## src/rtl/irq_ctl_pkg.sv

```systemverilog
package irq_ctl_pkg;

    // Number of request lines; must be a power of two matching the byte bus.
    localparam int unsigned LINES = 8;
    localparam int unsigned LW    = $clog2(LINES);
    localparam int unsigned DW    = 8;

    // Bit positions decoded from address 0 writes.
    localparam int unsigned INIT_BIT  = 4;
    localparam int unsigned MODE_BIT  = 3;
    localparam int unsigned POLL_BIT  = 2;
    localparam int unsigned RSEL_EN   = 1;
    localparam int unsigned RSEL_VAL  = 0;
    localparam int unsigned SMSK_EN   = 6;
    localparam int unsigned SMSK_VAL  = 5;
    localparam int unsigned W1_FOURTH = 0;
    localparam int unsigned W1_SINGLE = 1;
    localparam int unsigned W4_SFNM   = 4;
    localparam int unsigned W4_AEOI   = 1;
    localparam int unsigned OP_LSB    = 5;

    localparam logic [DW-1:0] VBASE_KEEP = ~DW'(LINES - 1);
    localparam logic [DW-1:0] POLL_FLAG  = DW'(8'h80);

    typedef enum logic [1:0] {
        SEQ_IDLE = 2'd0,
        SEQ_W2   = 2'd1,
        SEQ_W3   = 2'd2,
        SEQ_W4   = 2'd3
    } seq_e;

    typedef enum logic [2:0] {
        OP_RAE_CLR = 3'd0,
        OP_EOI     = 3'd1,
        OP_NOP     = 3'd2,
        OP_SEOI    = 3'd3,
        OP_RAE_SET = 3'd4,
        OP_REOI    = 3'd5,
        OP_SETPRI  = 3'd6,
        OP_RSEOI   = 3'd7
    } op_e;

    typedef struct packed {
        seq_e             seq;
        logic [LINES-1:0] mask;
        logic [LINES-1:0] isr;
        logic [LW-1:0]    base;
        logic [DW-1:0]    vbase;
        logic             aeoi;
        logic             rae;
        logic             smask;
        logic             sfnm;
        logic             poll;
        logic             rsel;
        logic             want4;
        logic             single;
    } regs_t;

endpackage

```

## src/rtl/irq_ctl_rotfind.sv

```systemverilog
// Finds the first set bit of vec, scanning from position base upward with wrap.
module irq_ctl_rotfind #(
    parameter int unsigned N  = 8,
    parameter int unsigned LW = $clog2(N)
) (
    input  logic [N-1:0]  vec,
    input  logic [LW-1:0] base,
    output logic          hit,
    output logic [LW-1:0] line
);

    always_comb begin
        hit  = 1'b0;
        line = '0;
        // Scan from the far end so the nearest position to base wins last.
        for (int k = N - 1; k >= 0; k--) begin
            logic [LW-1:0] idx;
            idx = base + LW'(k);
            if (vec[idx]) begin
                hit  = 1'b1;
                line = idx;
            end
        end
    end

endmodule

```

## src/rtl/irq_ctl_initseq.sv

```systemverilog
// Setup word sequencer: next state and load strobes for address 1 writes.
module irq_ctl_initseq
    import irq_ctl_pkg::*;
(
    input  irq_ctl_pkg::seq_e seq_q,
    input  logic              wr1,
    input  logic              single_q,
    input  logic              want4_q,
    output irq_ctl_pkg::seq_e seq_nx,
    output logic              ld_mask,
    output logic              ld_vbase,
    output logic              ld_w4
);

    always_comb begin
        seq_nx   = seq_q;
        ld_mask  = 1'b0;
        ld_vbase = 1'b0;
        ld_w4    = 1'b0;
        if (wr1) begin
            unique case (seq_q)
                SEQ_IDLE: ld_mask = 1'b1;
                SEQ_W2: begin
                    ld_vbase = 1'b1;
                    if (single_q) seq_nx = want4_q ? SEQ_W4 : SEQ_IDLE;
                    else          seq_nx = SEQ_W3;
                end
                SEQ_W3: seq_nx = want4_q ? SEQ_W4 : SEQ_IDLE;
                SEQ_W4: begin
                    ld_w4  = 1'b1;
                    seq_nx = SEQ_IDLE;
                end
                default: seq_nx = SEQ_IDLE;
            endcase
        end
    end

endmodule

```

## src/rtl/irq_ctl_cmddec.sv

```systemverilog
// Decodes address 0 mode and operation commands into update requests.
module irq_ctl_cmddec
    import irq_ctl_pkg::*;
(
    input  logic             cmd_wr,
    input  logic [DW-1:0]    wdata,
    input  logic [LINES-1:0] isr,
    input  logic [LW-1:0]    base,
    output logic [LINES-1:0] isr_clr,
    output logic             base_we,
    output logic [LW-1:0]    base_nv,
    output logic             rae_we,
    output logic             rae_nv,
    output logic             poll_set,
    output logic             rsel_we,
    output logic             rsel_nv,
    output logic             smask_we,
    output logic             smask_nv
);

    logic          eoi_hit;
    logic [LW-1:0] eoi_line;
    logic [LW-1:0] fld;
    op_e           op;

    irq_ctl_rotfind #(.N(LINES), .LW(LW)) u_eoi_find (
        .vec  (isr),
        .base (base),
        .hit  (eoi_hit),
        .line (eoi_line)
    );

    assign fld = wdata[LW-1:0];
    assign op  = op_e'(wdata[OP_LSB +: 3]);

    always_comb begin
        isr_clr  = '0;
        base_we  = 1'b0;
        base_nv  = '0;
        rae_we   = 1'b0;
        rae_nv   = 1'b0;
        poll_set = 1'b0;
        rsel_we  = 1'b0;
        rsel_nv  = 1'b0;
        smask_we = 1'b0;
        smask_nv = 1'b0;
        if (cmd_wr && !wdata[INIT_BIT]) begin
            if (wdata[MODE_BIT]) begin
                poll_set = wdata[POLL_BIT];
                rsel_we  = wdata[RSEL_EN];
                rsel_nv  = wdata[RSEL_VAL];
                smask_we = wdata[SMSK_EN];
                smask_nv = wdata[SMSK_VAL];
            end else begin
                unique case (op)
                    OP_RAE_CLR, OP_RAE_SET: begin
                        rae_we = 1'b1;
                        rae_nv = (op == OP_RAE_SET);
                    end
                    OP_EOI, OP_REOI: begin
                        if (eoi_hit) begin
                            isr_clr = LINES'(1) << eoi_line;
                            base_we = (op == OP_REOI);
                            base_nv = eoi_line + LW'(1);
                        end
                    end
                    OP_SEOI: isr_clr = LINES'(1) << fld;
                    OP_SETPRI: begin
                        base_we = 1'b1;
                        base_nv = fld + LW'(1);
                    end
                    OP_RSEOI: begin
                        isr_clr = LINES'(1) << fld;
                        base_we = 1'b1;
                        base_nv = fld + LW'(1);
                    end
                    default: ;
                endcase
            end
        end
    end

endmodule

```

## src/rtl/irq_ctl_regif.sv

```systemverilog
module irq_ctl_regif
    import irq_ctl_pkg::*;
(
    input  logic             clk,
    input  logic             rst_n,
    input  logic             wr_en,
    input  logic             rd_en,
    input  logic             addr,
    input  logic [DW-1:0]    wdata,
    output logic [DW-1:0]    rdata,
    input  logic [LINES-1:0] req_vec,
    input  logic             win_valid,
    input  logic [LW-1:0]    win_line,
    input  logic             ack,
    output logic             take_o,
    output logic [LW-1:0]    take_line_o,
    output logic [LINES-1:0] mask_o,
    output logic [LINES-1:0] isr_o,
    output logic [LW-1:0]    base_o,
    output logic [DW-1:0]    vec_base_o,
    output logic             spec_mask_o,
    output logic             sfnm_o
);

    regs_t r_q, r_d;

    // State exposed to the bound checker.
    seq_e seq_q;
    logic poll_q;
    logic aeoi_q;

    logic             init_wr, wr1, poll_rd, take;
    seq_e             seq_nx;
    logic             ld_mask, ld_vbase, ld_w4;
    logic [LINES-1:0] isr_clr, isr_set;
    logic             base_we, rae_we, rae_nv, poll_set;
    logic             rsel_we, rsel_nv, smask_we, smask_nv;
    logic [LW-1:0]    base_nv;

    assign init_wr = wr_en && !addr && wdata[INIT_BIT];
    assign wr1     = wr_en && addr;
    assign poll_rd = rd_en && r_q.poll;
    assign take    = win_valid && (ack || poll_rd);

    irq_ctl_initseq u_seq (
        .seq_q    (r_q.seq),
        .wr1      (wr1),
        .single_q (r_q.single),
        .want4_q  (r_q.want4),
        .seq_nx   (seq_nx),
        .ld_mask  (ld_mask),
        .ld_vbase (ld_vbase),
        .ld_w4    (ld_w4)
    );

    irq_ctl_cmddec u_cmd (
        .cmd_wr   (wr_en && !addr),
        .wdata    (wdata),
        .isr      (r_q.isr),
        .base     (r_q.base),
        .isr_clr  (isr_clr),
        .base_we  (base_we),
        .base_nv  (base_nv),
        .rae_we   (rae_we),
        .rae_nv   (rae_nv),
        .poll_set (poll_set),
        .rsel_we  (rsel_we),
        .rsel_nv  (rsel_nv),
        .smask_we (smask_we),
        .smask_nv (smask_nv)
    );

    always_comb begin
        r_d     = r_q;
        isr_set = '0;

        // Take of the resolver's winner.
        if (take) begin
            if (r_q.aeoi) begin
                if (r_q.rae) r_d.base = win_line + LW'(1);
            end else begin
                isr_set = LINES'(1) << win_line;
            end
        end
        if (poll_rd) r_d.poll = 1'b0;

        // Command effects; clears use the pre-cycle vector, sets land on top.
        r_d.isr = (r_q.isr & ~isr_clr) | isr_set;
        if (base_we)  r_d.base  = base_nv;
        if (rae_we)   r_d.rae   = rae_nv;
        if (poll_set) r_d.poll  = 1'b1;
        if (rsel_we)  r_d.rsel  = rsel_nv;
        if (smask_we) r_d.smask = smask_nv;

        // Address 1 writes steered by the sequencer.
        r_d.seq = seq_nx;
        if (ld_mask)  r_d.mask  = wdata[LINES-1:0];
        if (ld_vbase) r_d.vbase = wdata & VBASE_KEEP;
        if (ld_w4) begin
            r_d.sfnm = wdata[W4_SFNM];
            r_d.aeoi = wdata[W4_AEOI];
        end

        // Start of setup overrides everything else in the cycle.
        if (init_wr) begin
            r_d        = '0;
            r_d.seq    = SEQ_W2;
            r_d.want4  = wdata[W1_FOURTH];
            r_d.single = wdata[W1_SINGLE];
        end
    end

    always_ff @(posedge clk or negedge rst_n) begin
        if (!rst_n) r_q <= '0;
        else        r_q <= r_d;
    end

    always_comb begin
        rdata = '0;
        if (rd_en) begin
            if (r_q.poll)  rdata = win_valid ? (POLL_FLAG | DW'(win_line)) : '0;
            else if (addr) rdata = DW'(r_q.mask);
            else           rdata = r_q.rsel ? DW'(r_q.isr) : DW'(req_vec);
        end
    end

    assign take_o      = take;
    assign take_line_o = win_line;
    assign mask_o      = r_q.mask;
    assign isr_o       = r_q.isr;
    assign base_o      = r_q.base;
    assign vec_base_o  = r_q.vbase;
    assign spec_mask_o = r_q.smask;
    assign sfnm_o      = r_q.sfnm;
    assign seq_q       = r_q.seq;
    assign poll_q      = r_q.poll;
    assign aeoi_q      = r_q.aeoi;

endmodule

```

## config.mk

```make
export PLATFORM = sky130hd
export DESIGN_NAME = irq_ctl_regif
export DESIGN_NICKNAME = d
export VERILOG_FILES = /design/src/rtl/irq_ctl_pkg.sv /design/src/rtl/irq_ctl_rotfind.sv /design/src/rtl/irq_ctl_initseq.sv /design/src/rtl/irq_ctl_cmddec.sv /design/src/rtl/irq_ctl_regif.sv
export SDC_FILE = /design/constraint.sdc
export NUM_CORES = 1
export LEC_CHECK = 0
export BUFFER_PORTS_ARGS = -buffer_cell sky130_fd_sc_hd__buf_2
export CORE_MARGIN = 4
export CORE_UTILIZATION = 55
export CTS_CLUSTER_DIAMETER = 80
export DETAILED_ROUTE_END_ITERATION = 8
export HOLD_SLACK_MARGIN = 0.02
export PLACE_DENSITY_LB_ADDON = 0.05
export SLEW_MARGIN = 10
export SYNTH_ARGS = -nofsm -noshare
export SYNTH_HDL_FRONTEND = slang
export SYNTH_HIERARCHICAL = 1
export SYNTH_SLANG_ARGS = --single-unit
```

## constraint.sdc

```tcl
create_clock -name clk -period 6.5 [get_ports clk]
set_input_delay 0.65 -clock clk [delete_from_list [all_inputs] [get_ports clk]]
set_output_delay 0.65 -clock clk [all_outputs]
set_load 0.02 [all_outputs]
```

# --- Word level (Yosys, flattened, before mapping) ---
# Index checks and enable logic that the tools add are counted.
classes:
  n_mux: 91
  reduce_logical: 29
  order_cmp: 8
  n_eq_ne: 9
  n_bitwise: 3
  n_shift: 3
  add_sub_neg: 10
op_table:
  columns: ["cell", "n"]
  rows:
  - ["2-to-1 mux 8 bit", 12]
  - ["2-to-1 mux 1 bit", 48]
  - ["2-to-1 mux 3 bit", 15]
  - ["2-to-1 mux 37 bit", 1]
  - ["less-than comparator 3 x 4 -> 1 bit, second input constant", 8]
  - ["binary-select mux 1 bit (select 3 bit)", 8]
  - ["left shift 1 x 3 -> 8 bit, first input constant", 3]
  - ["case mux 8 bit (2 select lines)", 1]
  - ["nonzero test 2 bit", 7]
  - ["adder 3 x 1 -> 3 bit, second input constant", 4]
  - ["adder 3 bit, second input constant", 4]
  - ["equality test 3 bit, second input constant", 4]
  - ["nonzero test 3 bit", 4]
  - ["bitwise AND 8 bit", 1]
  - ["NOT 8 bit", 1]
  - ["OR 8 bit", 1]
  - ["OR reduction 2 bit", 4]
  - ["adder 3 x 2 -> 3 bit, second input constant", 2]
  - ["logical AND 1 bit", 6]
  - ["2-to-1 mux 2 bit", 3]
  - ["case mux 2 bit (3 select lines)", 1]
  - ["case mux 3 bit (2 select lines)", 1]
  - ["equality test 2 bit, second input constant", 2]
  - ["nonzero test 4 bit", 1]
  - ["other kinds (10)", 11]
totals:
  inputBits: 26
  register_bits: 37
  output_inout_bits: 41

# --- Logic depth before layout (Yosys ltp) ---
# Gate-level depths: netlist of the first run.
depth:
  word_depth: 20
  ltp_mapped: 18

# --- Hierarchy ---
# The synthesis of the first run kept the hierarchy.
by_module_without_submodules:
  columns: ["mod", "cells_per_inst", "area_per_inst_um2", "seq_area_each_um2", "n_inst"]
  rows:
  - ["irq_ctl_regif", 204, 2043.2, 850.8, 1]
  - ["irq_ctl_rotfind", 90, 782.0, 0.0, 1]
  - ["irq_ctl_cmddec", 62, 480.5, 0.0, 1]
  - ["irq_ctl_initseq", 12, 72.6, 0.0, 1]

# --- Least setup slack after synthesis of the first run ---
# No wires, ideal clock.
synth_path:
  path_type: "register -> register"
  startpoint: "register r_q, in the netlist base_o[1]"
  endpoint: "register r_q, in the netlist base_o[2]"
  synth_period_minus_slack_ns: 3.685
  arrival_ns: 3.557
  setup_time_ns: 0.129
  stages_incl_launch_ff: 19
  path_slack_ns: 2.815
  cell_sequence: "dfrtp_1 -> buf_4 -> buf_4 -> inv_1 -> ha_1 -> clkbuf_1 -> mux4_2 -> mux2_4 -> o21ai_2 -> a31oi_1 -> o21bai_1 -> mux2_1 -> ha_1 -> ha_1 -> inv_1 -> a2bb2oi_1 -> nor2_1 -> o21ai_0 -> a31oi_1"
synth_between:
  elab_chain_len: 18
  word_cells_on_any_way: 54
synth_lines:
  columns: ["element", "line_no", "source"]
  rows:
  - ["start: declaration", "irq_ctl_regif.sv:25", "regs_t r_q, r_d;"]
  - ["start signal: assignment", "irq_ctl_regif.sv:115", "else r_q <= r_d;"]
  - ["adder 3 bit", "irq_ctl_rotfind.sv:18", "idx = base + LW'(k);"]
  - ["binary-select mux 1 bit (select 3 bit)", "irq_ctl_rotfind.sv:19", "if (vec[idx]) begin"]
  - ["2-to-1 mux 1 bit (implied by the code)", "irq_ctl_rotfind.sv:19", null]
  - ["2-to-1 mux 3 bit (7 in series)", "irq_ctl_rotfind.sv:19", null]
  - ["2-to-1 mux 3 bit (*)", "irq_ctl_rotfind.sv:19", null]
  - ["named net u_cmd.eoi_line[0]", "irq_ctl_cmddec.sv:22", "logic [LW-1:0] eoi_line;"]
  - ["adder 3 x 1 -> 3 bit (*)", "irq_ctl_cmddec.sv:64", "base_nv = eoi_line + LW'(1);"]
  - ["2-to-1 mux 3 bit (*)", "irq_ctl_cmddec.sv:61", "if (eoi_hit) begin"]
  - ["case mux 3 bit (2 select lines) (*)", "irq_ctl_cmddec.sv:55", "unique case (op)"]
  - ["2-to-1 mux 3 bit (*)", "irq_ctl_cmddec.sv:48", "if (wdata[MODE_BIT]) begin"]
  - ["2-to-1 mux 3 bit (*)", "irq_ctl_cmddec.sv:47", "if (cmd_wr && !wdata[INIT_BIT]) begin"]
  - ["named net base_nv[2]", "irq_ctl_regif.sv:38", "logic [LW-1:0] base_nv;"]
  - ["2-to-1 mux 3 bit (*)", "irq_ctl_regif.sv:89", "if (base_we) r_d.base = base_nv;"]
  - ["2-to-1 mux 37 bit (*)", "irq_ctl_regif.sv:105", "if (init_wr) begin"]
# The timed path passes the listed nets; every way through them passes the cells marked *. The select of a mux whose other input is x is not followed.
# A chain may end at the register's enable or synchronous reset.

# --- Worst setup path after layout of the first run ---
# Same ends and word-level chain as after synthesis.

==> results of run 1 <==
[layout make-up]
type                       count  area (um2)  share of cell area
multi-input combinational    269        2120               0.597
clock buffer                   6        82.6              0.0233
timing repair buffer          63         315              0.0890
clock inverter                 2        12.5             0.00353
tap                           75        93.8              0.0265
inverter                      19        71.3              0.0201
sequential                    34         851               0.240
[layer usage]
metal	vias to the layer above	share of wire	GRT usage
li1	1337	-	-
met1	1361	0.44	0.308
met2	65	0.50	0.395
met3	15	0.033	0.0219
met4	0	0.026	0.0892
met5	-	0	0
[power groups by stage]
stage / Combinational [W] / Sequential [W] / Clock, W
2_1_floorplan: 0.000374 / 0.000282 / 0
3_3_place_gp: 0.000423 / 0.000304 / 0
3_5_place_dp: 0.000426 / 0.000306 / 0
4_1_cts: 0.000428 / 0.000302 / 0.000172
5_1_grt: 0.000471 / 0.000310 / 0.000181
6_report: 0.000429 / 0.000303 / 0.000169
[worst min-delay path by stage]
stage | from | to | slack (ps)
detailed placement | vec_base_o[3] | vec_base_o[3] | 510
floorplan | rst_n | aeoi_q | 350
finish | rst_n | vec_base_o[7] | 430
global placement | vec_base_o[5] | vec_base_o[5] | 500
CTS | rst_n | vec_base_o[7] | 460
global route | rst_n | aeoi_q | 490
[per-stage QoR]
step	hold slack, ps	setup WS, ps	std cells	power, W	cell area [um2]
final	434	2460	468	0.000901	3540
after detailed placement	512	2470	460	0.000732	3450
after global placement	498	2580	460	0.000728	3450
after CTS	457	2440	468	0.000902	3540
after floorplan	354	2810	370	0.000656	3390
after global routing	489	2030	468	0.000962	3540
[logic make-up after synthesis]
| kind of cell | share of synthesized area |
|---|---|
| muxes | 0.207 |
| adders and majority gates | 0.0741 |
| DFF | 0.252 |
| buffers and inverters | 0.124 |
| and+or+nand+nor | 0.195 |
| other | 0.00111 |
| AOI/OAI and AO/OA | 0.140 |
| xor gates and xnor gates | 0.00778 |
[worst max-delay path, stage by stage (launching register included)]
cell and delay (ps):
dfrtp_1 700, inv_1 240, ha_1 510, mux4_2 440
mux2_4 330, o21ai_2 130, a31oi_1 90, o21bai_1 140
mux2_1 380, ha_1 240, ha_1 270, inv_1 30
a2bb2oi_1 140, nor2_1 50, o21ai_0 160, a31oi_1 60
[synthesized netlist by cell type, types with 10 or more instances]
cell type and number:
nor2_1 41, buf_4 37, dfrtp_1 34, mux2i_1 27, ha_1 20, inv_1 19
o21ai_0 16, a21oi_1 15, mux2_2 14, nand2_1 14, nand3b_1 10
[placed cells by master (no fill, tap or decap), drive strengths merged, types with 3 or more instances in the layout]
cell | synthesis | final
clkbuf | 3 | 6
a21oi | 16 | 16
dfrtp | 34 | 34
a32oi | 3 | 3
and3 | 9 | 9
and2 | 6 | 6
buf | 45 | 63
nor2 | 42 | 42
o21ai | 19 | 19
inv | 19 | 19
nor2b | 4 | 4
a22oi | 7 | 7
mux2 | 16 | 16
ha | 20 | 20
nand3b | 11 | 11
nand2b | 8 | 8
mux4 | 10 | 10
nand2 | 14 | 14
conb | 1 | 3
a31oi | 6 | 6
nand3 | 8 | 8
mux2i | 27 | 27
o211ai | 4 | 4
nor3 | 4 | 4
[state kept, by name (all words and copies together) (netlist names)]
name	flops
aeoi_q	1
poll_q	1
r_q	4
sfnm_o	1
spec_mask_o	1
vec_base_o	5
mask_o	8
isr_o	8
seq_q	2
base_o	3
==> metrics.csv, run 1 <==
stage;metric;value;unit
worst_setup_path;cp.arrival;4210;ps
timing;slew_violations;0;
global_route;track_usage;0.233;
yosys;synth_ff_type;dfrtp_1;
clock_tree;cts-resized-gates;0;
global_route;grt_pass1_vias;2636;
worst_setup_path;path_class;register to register;
worst_setup_path;crit-reg2reg-launch;base_o[1];
route;vias;2778;
clock_tree;cts_setup_buffers;0;
worst_setup_path;ff2ff_path_depth;15;
power_and_ir_drop;p_sw_frac;0.430;
worst_hold_path;hold_path_class;input port to async pin;
placement;io_buffers;63;
power_and_ir_drop;power_density;254;nW/um2
die;start_util;0.567;
worst_setup_path;crit_path_end_kind;register;
clock_tree;root_buffer;clkbuf_8;
yosys;synth.distinct_cells;66;
power_and_ir_drop;worst_ir_drop_vdd;0.138;mV
die;fp.dieH;86.4;um
route;wl_per_cell;18.1;um
global_route;antenna_found_initial;0;
timing;max_freq;248;MHz
power_and_ir_drop;p_int;0.000514;W
worst_setup_path;cp_max_fo;17;
placement;globalplace.congestion;0.921;
clock_tree;clk_pin_slew;80;ps
timing;tns;0;ps
yosys;syn_area_per_cell;9.18;um2
clock_tree;numClockSinks;34;
yosys;ys_seq_elements;34;
timing;fin_worst_skew;4.23;ps
die;io_pins;67;
power_and_ir_drop;p_clk_frac;0.188;
timing;layout_min_cycle_time;4040;ps
worst_setup_path;crit_path_end;base_o[2];
power_and_ir_drop;combPwrFrac;0.476;
power_and_ir_drop;leakagePower;1.66;nW
cells_and_area;diodes;0;
die;rows;28;
route;first_iter_violations;128;
yosys;seq_area_frac_synth;0.252;
global_route;grt_pass1_wl;13600;um
worst_setup_path;cp.required;6670;ps
yosys;synth-edff-count;0;
worst_setup_path;reg2reg_slack;2460;ps
die;core-area;5960;um2
yosys;synth_warnings;6;
worst_setup_path;cp-start-kind;register;
yosys;synth_area_leaders;dfrtp_1 (25%), buf_4 (8.2%), mux2i_1 (8.0%), ha_1 (7.4%), mux2_2 (4.7%);
route;vias_per_cell;5.94;
yosys;synth_area_leader_cell;dfrtp_1;
cells_and_area;drive_above_1_share;0.272;
timing;finalSetupViolations;0;
timing;hold_viol;0;
timing;relSlewSlack;0.469;
power_and_ir_drop;p_sw;0.000387;W
route;antenna_left;0;
global_route;grt.overflow.total;0;
timing;rsz0062_at_grt;false;
clock_tree;cts_buffers;5;
clock_tree;h-tree-depth;2;
timing;fin_crit_sh;0.622;
cells_and_area;layout.nets;438;
route;route.detailed.drc;0;
timing;worstMarginPinSlew;796;ps
worst_setup_path;r2r_end;base_o[2];
cells_and_area;area_delta_synth_final;4.85;%
route;first_pass_iters;4;
yosys;synth_top_area_frac;0.252;
route;wl;8460;um
cells_and_area;post-route-util;0.595;
global_route;grt_max_degree;35;
clock_tree;clkLatencyLatePin;290;ps
placement;hpwl;6540;um
worst_setup_path;cp-startpoint;base_o[1];
clock_tree;clock_path_buffers;2;
yosys;netlist_area;3380;um2
die;die_area;7460;um2
job;maxCapViolCount;0;
yosys;postSynth.asyncResetShare;1.00;
power_and_ir_drop;sequentialPowerShare;0.336;
yosys;syn_inst;368;
die;die_w;86.4;um
status;status;finished clean;
cells_and_area;num-fill-cells;563;
clock_tree;cts-hold-fix-buffers;0;
clock_tree;cts_tree;yes;
(Power assumes the default switching activity.)
==> inputs of run 2 (changes only) <==
CORE_UTILIZATION = 51   (was 55)
clock period = 3.4 ns   (was 6.5 ns; I/O delays follow)
==> run 2 against run 1 <==
Against the previous run:
- register-to-register slack worse by 2300 ps
- utilization down 2.1 points
- flip-flop and latch count unchanged
- critical path depth unchanged
- fmax up 26%
- worst hold slack worse by 300 ps
- design area up 3.4%
- final cell count up 2.6%
- die area up 7.1%
- critical endpoint unchanged
- largest cell class unchanged
- non-clock buffer count up 10
==> metrics.csv, run 2 (synthesis gave the netlist of run 1 again) <==
stage;metric;value;unit
status;status;finished clean;
cells_and_area;num-fill-cells;583;
cells_and_area;layout.nets;448;
cells_and_area;drive_above_1_share;0.308;
die;fp.dieH;89.4;um
die;core-area;6390;um2
placement;dp.cells;472;
die;rows;29;
route;vias;2825;
cells_and_area;final_cell_mix;buf_2 (63), nor2_1 (41), dfrtp_1 (33), mux2i_1 (27);
clock_tree;cts_setup_buffers;0;
clock_tree;clkLatencyLatePin;290;ps
timing;fin_crit_sh;0.942;
power_and_ir_drop;combPwrFrac;0.493;
placement;globalplace.congestion;0.881;
power_and_ir_drop;p_int;0.00107;W
timing;max_freq;312;MHz
power_and_ir_drop;power;0.00182;W
timing;worstMarginPinSlew;792;ps
global_route;grt_pass1_wl;14200;um
worst_setup_path;path_class;register to register;
clock_tree;cts_tree;yes;
route;route.detailed.drc;0;
worst_setup_path;cp_max_fo;16;
timing;hold_viol;0;
power_and_ir_drop;leakagePower;1.72;nW
clock_tree;clk_pin_slew;70;ps
cells_and_area;diodes;0;
power_and_ir_drop;sequentialPowerShare;0.311;
clock_tree;cts-hold-fix-buffers;0;
route;wl_per_cell;18.3;um
power_and_ir_drop;p_clk_frac;0.196;
die;io_pins;67;
route;vias_per_cell;5.89;
worst_hold_path;hold_path_class;input port to async pin;
clock_tree;h-tree-depth;2;
route;first_iter_violations;162;
timing;tns;0;ps
route;first_pass_iters;4;
timing;rsz0062_at_grt;false;
global_route;grt.overflow.total;0;
global_route;grt_max_degree;35;
worst_setup_path;cp.arrival;3370;ps
clock_tree;clock_path_buffers;2;
placement;hpwl;6750;um
power_and_ir_drop;p_sw_frac;0.412;
global_route;grt_pass1_vias;2752;
worst_setup_path;slowest_stage;dfrtp_1;
power_and_ir_drop;power_density;498;nW/um2
route;wl;8770;um
placement;place_area;3530;um2
worst_setup_path;path_cells;buf_6, ha_1, xor2_1, mux2_4, o21ai_2, a31oi_1, o21bai_1, mux2_4, ha_2, ha_1, inv_1, a2bb2oi_1, nor2_1, o21ai_1, a31oi_1;
placement;io_buffers;63;
die;die_area;7990;um2
clock_tree;numClockSinks;34;
timing;relSlewSlack;0.472;
clock_tree;cts-resized-gates;0;
die;die_w;89.4;um
timing;finalSetupViolations;0;
timing;layout_min_cycle_time;3200;ps
cells_and_area;design_area;3660;um2
die;start_util;0.529;
worst_setup_path;cp-start-kind;register;
global_route;track_usage;0.232;
global_route;antenna_found_initial;0;
cells_and_area;final_common_cell;buf_2;
cells_and_area;area_delta_synth_final;8.41;%
worst_setup_path;max_stage_delay;410;ps
route;antenna_left;0;
power_and_ir_drop;p_sw;0.000752;W
power_and_ir_drop;worst_ir_drop_vdd;0.313;mV
worst_setup_path;crit_path_end_kind;register;
timing;slew_violations;0;
timing;fin_worst_skew;4.56;ps
clock_tree;root_buffer;clkbuf_8;
clock_tree;cts_buffers;5;
cells_and_area;stdcell_count;480;
worst_setup_path;cp.required;3570;ps
job;maxCapViolCount;0;
run 2: power by group through the flow:
stage	Combinational (W)	Clock (W)	Sequential, W
floorplan	0.000733	0	0.000540
global route	0.00100	0.000387	0.000578
detailed placement	0.000889	0	0.000572
global placement	0.000884	0	0.000571
CTS	0.000892	0.000364	0.000565
finish	0.000900	0.000358	0.000566
run 2: path summary, 6_finish.rpt:
| kind | start | endpoint | slack (ps) | depth (start not counted) |
|---|---|---|---|---|
| worst max-delay path | base_o[1] | base_o[2] | 200 | 15 |
| worst min-delay path | rst_n | spec_mask_o | 130 | 1 |
| worst max register to register | base_o[1] | base_o[2] | 200 | 15 |
| worst min register to register | vec_base_o[7] | vec_base_o[7] | 520 | 2 |
| max in group asynchronous | rst_n | base_o[0] | 2710 | 1 |
| min in group clk | wdata[4] | mask_o[4] | 400 | 3 |
run 2: per-layer routing:
layer,up-vias,track usage,part of all wire
li1,1358,-,-
met1,1392,0.313,0.46
met2,62,0.384,0.49
met3,13,0.0341,0.035
met4,0,0.0731,0.017
met5,-,0,0
run 2: final cells by class:
cell class | count | area, um2 | area share
multi-input combinational | 269 | 2140 | 0.583
sequential | 34 | 852 | 0.233
timing repair buffer | 73 | 394 | 0.108
clock buffer | 8 | 110 | 0.0301
tap | 77 | 96.3 | 0.0263
inverter | 19 | 73.8 | 0.0202
run 2: worst max-delay path: cells and delay by family, from the launching register on:
family                   cells  cell delay (ps)
multiplexers                 2              700
AO/OA/AOI/OAI                6              740
AND/OR/NAND/NOR              1               50
XOR/XNOR                     1              270
buffers and inverters        2              250
flip-flops                   1              410
adder cells (fa/ha/maj)      3              680
run 2: stage by stage:
| stage | hold WS, ps | utilization | setup slack [ps] |
|---|---|---|---|
| 6_report | 134 | 0.573 | 197 |
| 5_1_grt | 206 | 0.573 | 0.288 |
| 4_1_cts | 159 | 0.571 | 132 |
| 3_5_place_dp | 479 | 0.553 | 141 |
| 3_3_place_gp | 464 | 0.553 | 180 |
| 2_1_floorplan | 44.4 | - | 17.9 |
==> inputs of run 3 (changes only) <==
CORE_UTILIZATION = 55   (was 51)
SLEW_MARGIN = default   (was 10)
clock period = 4.1 ns   (was 3.4 ns; I/O delays follow)
==> run 3 against run 2 <==
Against the previous run:
- worst hold slack gained 63 ps
- design area shrank 2.7%
- critical path depth is the same
- combinational power shrank 21%
- total power shrank 21%
- worst setup slack gained 370 ps
- final cell count shrank 1.9%
- sequential power shrank 18%
- die area shrank 6.6%
- fmax shrank 9.4%
- utilization grew 2.5 points
- highest routed layer unchanged
==> metrics.csv, run 3 (synthesis gave the netlist of run 1 again) <==
stage;metric;value;unit
route;vias_per_cell;6.11;
timing;layout_min_cycle_time;3540;ps
worst_hold_path;hold_path_class;input port to async pin;
global_route;grt.overflow.total;0;
placement;hpwl;6510;um
worst_setup_path;reg2reg_slack;560;ps
die;die_w;86.4;um
placement;io_buffers;63;
worst_setup_path;crit_path_frequent_cell;ha_1;
worst_setup_path;cp.required;4270;ps
placement;pre_cts_ws;629;ps
die;fp.dieH;86.4;um
timing;hold_viol;0;
worst_setup_path;cp_top_family;multiplexers;
global_route;antenna_found_initial;0;
timing;worstMarginPinSlew;784;ps
die;core-area;5960;um2
route;wl;8530;um
power_and_ir_drop;power_density;403;nW/um2
cells_and_area;layout.nets;441;
cells_and_area;diodes;0;
global_route;track_usage;0.236;
worst_setup_path;path_class;register to register;
route;first_iter_violations;171;
power_and_ir_drop;leakagePower;1.68;nW
clock_tree;clkLatencyLatePin;290;ps
timing;fin_crit_sh;0.862;
clock_tree;cts_tree;yes;
worst_setup_path;path_cells;inv_1, ha_1, mux4_1, mux2_4, o21ai_2, a31oi_1, o21bai_1, mux2_1, ha_1, ha_1, inv_1, a2bb2oi_1, nor2_1, o21ai_0, a31oi_1;
clock_tree;h-tree-depth;2;
worst_setup_path;crit-reg2reg-launch;base_o[1];
cells_and_area;drive_above_1_share;0.278;
timing;max_freq;283;MHz
placement;globalplace.congestion;0.870;
die;io_pins;67;
route;vias;2876;
worst_setup_path;cp.arrival;3700;ps
worst_setup_path;cp_max_fo;9;
die;start_util;0.567;
job;maxCapViolCount;0;
worst_setup_path;max_stage_delay;480;ps
worst_setup_path;r2r_end;base_o[2];
route;antenna_left;0;
clock_tree;cts-resized-gates;0;
timing;tns;0;ps
worst_setup_path;slowest_stage;ha_1;
route;first_pass_iters;5;
clock_tree;cts_buffers;5;
worst_setup_path;cp-start-kind;register;
clock_tree;clock_path_buffers;2;
timing;slew_violations;0;
clock_tree;cts_setup_buffers;0;
worst_setup_path;cp-startpoint;base_o[1];
status;status;finished clean;
global_route;grt_pass1_wl;14000;um
cells_and_area;final_common_cell;buf_2;
worst_setup_path;ff2ff_path_depth;15;
clock_tree;numClockSinks;34;
cells_and_area;final_cell_mix;buf_2 (63), nor2_1 (41), dfrtp_1 (34), mux2i_1 (27), ha_1 (20);
route;route.detailed.drc;0;
die;rows;28;
power_and_ir_drop;worst_ir_drop_vdd;0.258;mV
clock_tree;clk_pin_slew;70;ps
clock_tree;cts-hold-fix-buffers;0;
worst_setup_path;critical_path.n_buffers_inverters;2;
timing;relSlewSlack;0.477;
worst_setup_path;crit_path_end_kind;register;
global_route;grt_max_degree;35;
timing;fin_worst_skew;8.64;ps
global_route;grt_pass1_vias;2781;
route;wl_per_cell;18.1;um
timing;finalWorstSetupSlack;564;ps
timing;rsz0062_at_grt;false;
clock_tree;root_buffer;clkbuf_8;
timing;finalSetupViolations;0;
cells_and_area;area_delta_synth_final;5.52;%
die;die_area;7460;um2
run 3: power breakdown:
group / total (W) / leakage (nW) / internal, W / switching, W
registers: 0.000462 / 0.448 / 0.000394 / 0.0000681
logic: 0.000708 / 1.18 / 0.000292 / 0.000417
clock network: 0.000265 / 0.0472 / 0.000135 / 0.000130
run 3: cell type report:
cell class              count  area [um2]
inverters                  19        71.3
clock buffers               6        82.6
clock inverters             2        12.5
multi-input cells         269        2120
repair buffers             66         338
fillers                   558        2390
well taps                  75        93.8
flip-flops and latches     34         851
run 3: through the flow:
step | instance area (um2) | instances | util | hold WS, ps | total power [W]
floorplan | 3390 | 370 | - | 114 | 0.00104
global placement | 3470 | 463 | 0.583 | 498 | 0.00116
detailed placement | 3470 | 463 | 0.583 | 509 | 0.00117
CTS | 3560 | 471 | 0.599 | 216 | 0.00144
global route | 3560 | 471 | 0.599 | 251 | 0.00154
finish | 3560 | 471 | 0.599 | 197 | 0.00144
run 3: how the worst max path moves through the flow:
stage          slack [ps]         to  depth (start not counted)
4_1_cts               610  base_o[2]                         15
3_5_place_dp          630  base_o[2]                         15
5_1_grt               290  base_o[2]                         15
2_1_floorplan         410  base_o[2]                         18
6_report              560  base_o[2]                         15
3_3_place_gp          680  base_o[2]                         15
run 3: per-layer routing:
metal,up-vias,track usage,part of all wire
li1,1345,-,-
met1,1395,0.315,0.43
met2,117,0.392,0.49
met3,19,0.0285,0.048
met4,0,0.0864,0.029
met5,-,0,0
